==> src/rtl/bip_tally_pkg.sv <==
package bip_tally_pkg;
  localparam int PAR_W = 8;
  localparam int WGT_W = $clog2(PAR_W + 1);

  // Contribution of one frame: mismatching bits, or one per errored block.
  function automatic logic [WGT_W-1:0] bip_weight(input logic [PAR_W-1:0] diff,
                                                  input logic blk);
    if (blk) return WGT_W'(|diff);
    return WGT_W'($countones(diff));
  endfunction
endpackage

==> src/rtl/bip_err_weigh.sv <==
module bip_err_weigh
  import bip_tally_pkg::*;
(
  input  logic [PAR_W-1:0] rx_byte,
  input  logic [PAR_W-1:0] calc_byte,
  input  logic             blk_mode,
  output logic [WGT_W-1:0] weight,
  output logic             err_evt
);
  logic [PAR_W-1:0] diff;

  always_comb begin
    diff    = rx_byte ^ calc_byte;
    weight  = bip_weight(diff, blk_mode);
    err_evt = (weight != '0);
  end

  always_comb begin
    AST_WEIGHT_MAX: assert (weight <= WGT_W'(PAR_W));
    AST_BLOCK_UNIT: assert (!blk_mode || weight <= WGT_W'(1));
  end
endmodule

==> src/rtl/bip_chan_tally.sv <==
module bip_chan_tally
  import bip_tally_pkg::*;
#(
  parameter int CNT_W = 16
) (
  input  logic             clk,
  input  logic             rst_n,
  input  logic             hold_i,
  input  logic             latch_i,
  input  logic             vld_i,
  input  logic [WGT_W-1:0] weight_i,
  output logic [CNT_W-1:0] run_q,
  output logic [CNT_W-1:0] lat_q
);
  localparam logic [CNT_W-1:0] CNT_MAX = {CNT_W{1'b1}};

  logic [CNT_W-1:0] base;
  logic [CNT_W:0]   sum;
  logic [CNT_W-1:0] run_nxt;
  logic             sat_evt;

  always_comb begin
    base    = latch_i ? '0 : run_q;
    sum     = {1'b0, base} + (vld_i ? (CNT_W+1)'(weight_i) : '0);
    sat_evt = sum[CNT_W];
    run_nxt = sat_evt ? CNT_MAX : sum[CNT_W-1:0];
  end

  always_ff @(posedge clk) begin
    if (!rst_n || hold_i) begin
      run_q <= '0;
      lat_q <= '0;
    end else begin
      run_q <= run_nxt;
      if (latch_i) lat_q <= run_q;
    end
  end

  AST_HOLD_ZERO: assert property (@(posedge clk) disable iff (!rst_n)
    hold_i |=> (run_q == '0 && lat_q == '0));
  AST_NO_OVERFLOW: assert property (@(posedge clk) disable iff (!rst_n)
    (!hold_i && !latch_i) |=> (run_q >= $past(run_q)));
  AST_LATCH_COPY: assert property (@(posedge clk) disable iff (!rst_n)
    (!hold_i && latch_i) |=> (lat_q == $past(run_q)));
  AST_IDLE_STABLE: assert property (@(posedge clk) disable iff (!rst_n)
    (!hold_i && !latch_i && !vld_i) |=> $stable(run_q));
  AST_LAT_KEEP: assert property (@(posedge clk) disable iff (!rst_n)
    (!hold_i && !latch_i) |=> $stable(lat_q));
endmodule

==> src/rtl/bip_err_tally.sv <==
module bip_err_tally
  import bip_tally_pkg::*;
#(
  parameter int                 NUM_CH      = 3,
  parameter int                 CNT_W       = 16,
  parameter logic [NUM_CH-1:0]  HOLD_ON_OOF = 3'b100,
  parameter logic [NUM_CH-1:0]  HOLD_ON_LOP = 3'b100
) (
  input  logic                    clk,
  input  logic                    rst_n,
  input  logic                    frame_vld,
  input  logic                    blk_mode,
  input  logic                    latch_req,
  input  logic                    oof_alarm,
  input  logic                    lopp_alarm,
  input  logic [NUM_CH*PAR_W-1:0] rx_bip,
  input  logic [NUM_CH*PAR_W-1:0] calc_bip,
  output logic [NUM_CH*CNT_W-1:0] run_cnt,
  output logic [NUM_CH*CNT_W-1:0] lat_cnt
);
  logic [NUM_CH-1:0] hold_evt;
  logic [NUM_CH-1:0] err_evt;

  for (genvar ch = 0; ch < NUM_CH; ch++) begin : g_ch
    logic [WGT_W-1:0] weight;

    assign hold_evt[ch] = (oof_alarm & HOLD_ON_OOF[ch]) | (lopp_alarm & HOLD_ON_LOP[ch]);

    bip_err_weigh u_weigh (
      .rx_byte  (rx_bip[ch*PAR_W +: PAR_W]),
      .calc_byte(calc_bip[ch*PAR_W +: PAR_W]),
      .blk_mode (blk_mode),
      .weight   (weight),
      .err_evt  (err_evt[ch])
    );

    bip_chan_tally #(.CNT_W(CNT_W)) u_tally (
      .clk     (clk),
      .rst_n   (rst_n),
      .hold_i  (hold_evt[ch]),
      .latch_i (latch_req),
      .vld_i   (frame_vld),
      .weight_i(weight),
      .run_q   (run_cnt[ch*CNT_W +: CNT_W]),
      .lat_q   (lat_cnt[ch*CNT_W +: CNT_W])
    );

    if (!HOLD_ON_OOF[ch] && !HOLD_ON_LOP[ch]) begin : g_free
      AST_ALARM_IGNORED: assert property (@(posedge clk) disable iff (!rst_n)
        (!latch_req && frame_vld && err_evt[ch]) |=>
          (run_cnt[ch*CNT_W +: CNT_W] != '0));
    end
  end
endmodule

==> config.mk <==
export PLATFORM = sky130hd
export DESIGN_NAME = bip_err_tally
export DESIGN_NICKNAME = d
export VERILOG_FILES = /design/src/rtl/bip_tally_pkg.sv /design/src/rtl/bip_err_weigh.sv /design/src/rtl/bip_chan_tally.sv /design/src/rtl/bip_err_tally.sv
export SDC_FILE = /design/constraint.sdc
export NUM_CORES = 1
export LEC_CHECK = 0
export ABC_AREA = 1
export CAP_MARGIN = 20
export CELL_PAD_IN_SITES_DETAIL_PLACEMENT = 1
export CELL_PAD_IN_SITES_GLOBAL_PLACEMENT = 1
export CORE_AREA = 2 2 134 136
export CTS_CLUSTER_DIAMETER = 80
export DETAILED_ROUTE_END_ITERATION = 8
export DIE_AREA = 0 0 136 138
export PLACE_DENSITY_LB_ADDON = 0.1
export SETUP_SLACK_MARGIN = 0.02
export SLEW_MARGIN = 15
export SYNTH_ARGS = -nofsm -noshare
export SYNTH_HDL_FRONTEND = slang
export SYNTH_SLANG_ARGS = --single-unit
==> constraint.sdc <==
create_clock -name clk -period 5.4 [get_ports clk]
set_input_delay 0.81 -clock clk [delete_from_list [all_inputs] [get_ports clk]]
set_output_delay 0.81 -clock clk [all_outputs]
set_load 0.005 [all_outputs]
==> impl_results.md <==
* Critical path's slowest cell: fa_1
* CTS root buffer: clkbuf_16
* Unique masters post-synth at 31
* # diodes at 0
* Die width at 136 um
* # hold bufs at CTS at 0
* Area Growth Syn to Fin at 31.7%
* Maximum clock insertion buffer count at 2
* Post-CTS Setup Inserts at 0
* Reg clk slew, reported paths at 60 ps
* Most frequent cells after synthesis: 155 x inv_1, 149 x nand2_1, 100 x nor2_1, 96 x dfxtp_1, 70 x nand3_1
* Routed Antenna Nets at 0
* GRT Total Usage at 0.183
* Leakage power at 3.52 nW
* H-tree depth at 3
* GPL Wtd Cong at 0.792
* Clock sink count at 96
* Core ar. at 17,500 sq um
* Initial Utilization at 0.342
* Vias at 5,631
* Cell area after layout at 7900 sq um
* HP Class: reg -> reg
* Drt pass-1 iters at 4
* DRT iter0 DRCs at 191
* Setup TNS at 0 ps
* Vias in the first global route at 5,575
* Most frequent CP cell: inv_1
* CTS tree: built
* DR WL/cell at 14.2 um
* Final setup fails at 0
* Share of cells above drive strength 1 at 0.0489
* Final cell count without fillers at 1,211
* Commonest register cell after synthesis: dfxtp_1
* Post-CTS resize count at 0
* Synth top area cells: dfxtp_1 32%, inv_1 9.7%, nand2_1 9.3%, ha_1 8.8%, nor2_1 6.3%
* Sequential area share after synthesis at 0.320
* Peak fanout along the critical path at 16
* Filler cell count at 2,198
* Post-Syn Instances at 844
* Hpwl dp at 12.7 mm
* Reg2Reg Setup Slack at 3080 ps
* Power per cell area at 229 nW/um^2
* Tcrit/Tclk final at 0.905
* RSZ-0062 raised after global routing: no
* Gr ovfl total at 0
* Post-synth net total at 956
* Post-synth EDFFs at 0
* Synth top area share at 0.320
* Bufs and invs on worst path at 5
* Mapped Area at 6000 sq um
* Post-placement cell count at 1,196
* Fmax at 205 MHz
* Synth Warn # at 0
* Net count, final at 1,090
* Max incr delay on CP at 540 ps
* Final Util at 0.451
* Worst setup SP type: input pin
* Worst path top cell family by delay: adder cells
* Routed vias/inst at 4.65
* Largest net degree at the start of global routing at 83
* Syn_area_per_cell at 7.11 sq um
* Outcome: finished clean
* Clock Latency Late Sink at 350 ps
* Worst Clk Skew at 5.55 ps
* Post-route DRC at 0
* Count leader, synth: inv_1
* Crit Path Class: in -> reg
* Full die area at 18,800 sq um
* Port bufs at 150
* Cts bufs inserted at 9
* FF+latch count, synth at 96
* Post-synth top area cell: dfxtp_1
* Worst Setup End Kind: flip-flop
* Boundary pin count at 151
* Slew Limit Fails at 0
* First-pass GRT wire length at 27.8 mm
* Final hold vios at 0
* Die Y at 138 um
* DRT Wirelength at 17.2 mm
* MaxCap Viol Count at 0
* Area of placed instances at 7630 sq um
* Worst ir drop on vdd at 0.110 mV
* Initial antenna violation count at 0
* Relative slew margins at 0.394
* Async S/R FF share, synth at 0
* WP data arrival at 5100 ps
* Min cycle time layout at 4880 ps
* Worst Tran Pin Value at 908 ps
* CP required at 5620 ps
* Crit-path cells: clkdlybuf4s50_1, xnor2_1, inv_1, ha_1, fa_1, inv_1, fa_1, inv_1, ha_1, fa_1, inv_1, nor2_1, ha_1, nand3_1, nand3_1, nand2_1, nor2_4, nand2_2, nand2_1, nor2_1, nor2_1
* FP Rows at 49
==> state kept, by name (all words and copies together) (netlist names) <==
name                flops
g_ch.u_tally.run_q     48
g_ch.u_tally.lat_q     48
==> cells by family after synthesis <==
logic type                 Yosys count  share of synthesized area
xor gates and xnor gates            39                     0.0569
buffers and inverters              188                      0.128
and+or+nand+nor                    357                      0.266
AOI/OAI and AO/OA                  107                     0.0909
adders and majority gates           57                      0.138
DFF                                 96                      0.320
==> report_power, final <==
group          leakage, nW  internal [W]  switching [W]
clock                0.134      0.000334       0.000274
combinational         2.60      0.000212       0.000237
sequential           0.780      0.000735      0.0000132
total                 3.52       0.00128       0.000525
==> stage by stage <==
stage / hold WS [ps] / total power (W) / worst slack [ps]
2_1_floorplan: 457 / 0.00104 / 1030
6_report: 459 / 0.00181 / 516
4_1_cts: 463 / 0.00184 / 491
5_1_grt: 483 / 0.00193 / 229
3_3_place_gp: 450 / 0.00121 / 218
3_5_place_dp: 456 / 0.00123 / 139
==> worst register-to-register path, cell delays in order, from the launching register on <==
cell and delay, ps:
dfxtp_1 330, inv_1 60, nor2_1 40, ha_1 250, fa_1 410, nand3_1 110
nand3_1 140, nand2_1 280, nor2_4 60, nand2_2 300, nand2_1 100, nor2_1 100
nor2_1 40
==> final cells by class <==
cell class              instances  area, sq um  area share
clock inverters                 3         17.5     0.00222
flip-flops and latches         96         1920       0.243
repair buffers                152         1510       0.191
multi-input cells             560         3310       0.419
inverters                     159          599      0.0759
clock buffers                  12          256      0.0325
well taps                     229          287      0.0363
==> per-layer routing <==
| metal | vias to the layer above | routed length (um) | track usage |
|---|---|---|---|
| li1 | 2878 | - | - |
| met1 | 2627 | 8630 | 0.253 |
| met3 | 12 | 889 | 0.0315 |
| met5 | - | 0 | 0 |
| met2 | 114 | 7470 | 0.290 |
| met4 | 0 | 221 | 0.0559 |
==> path summary, 6_finish.rpt <==
kind / end / cells past startpoint / startpoint
worst max-delay path: g_ch[2].u_tally.run_q[15] / 21 / calc_bip[22]
worst max register to register: g_ch[2].u_tally.run_q[15] / 12 / g_ch[2].u_tally.run_q[0]
worst min-delay path: g_ch[2].u_tally.lat_q[0] / 2 / g_ch[2].u_tally.lat_q[0]
worst min register to register: g_ch[2].u_tally.lat_q[0] / 2 / g_ch[2].u_tally.lat_q[0]
==> cell usage in the layout (no fill, tap or decap), types with 2 or more instances in the layout <==
cell type and n:
inv_1 155, nand2_1 149, clkdlybuf4s50_1 149, nor2_1 100, dfxtp_1 96, nand3_1 70, a21oi_1 63, ha_1 42
o21ai_0 40, xnor2_1 25, fa_1 15, xor2_1 14, nand3_2 9, clkbuf_16 9, nand4_1 7, nand2_2 7
nor2_2 4, nor2_4 4, nor3_1 3, inv_2 3, o21bai_1 3, clkbuf_8 2, clkinv_2 2, buf_4 2
Power figures use the tool's default switching activity.
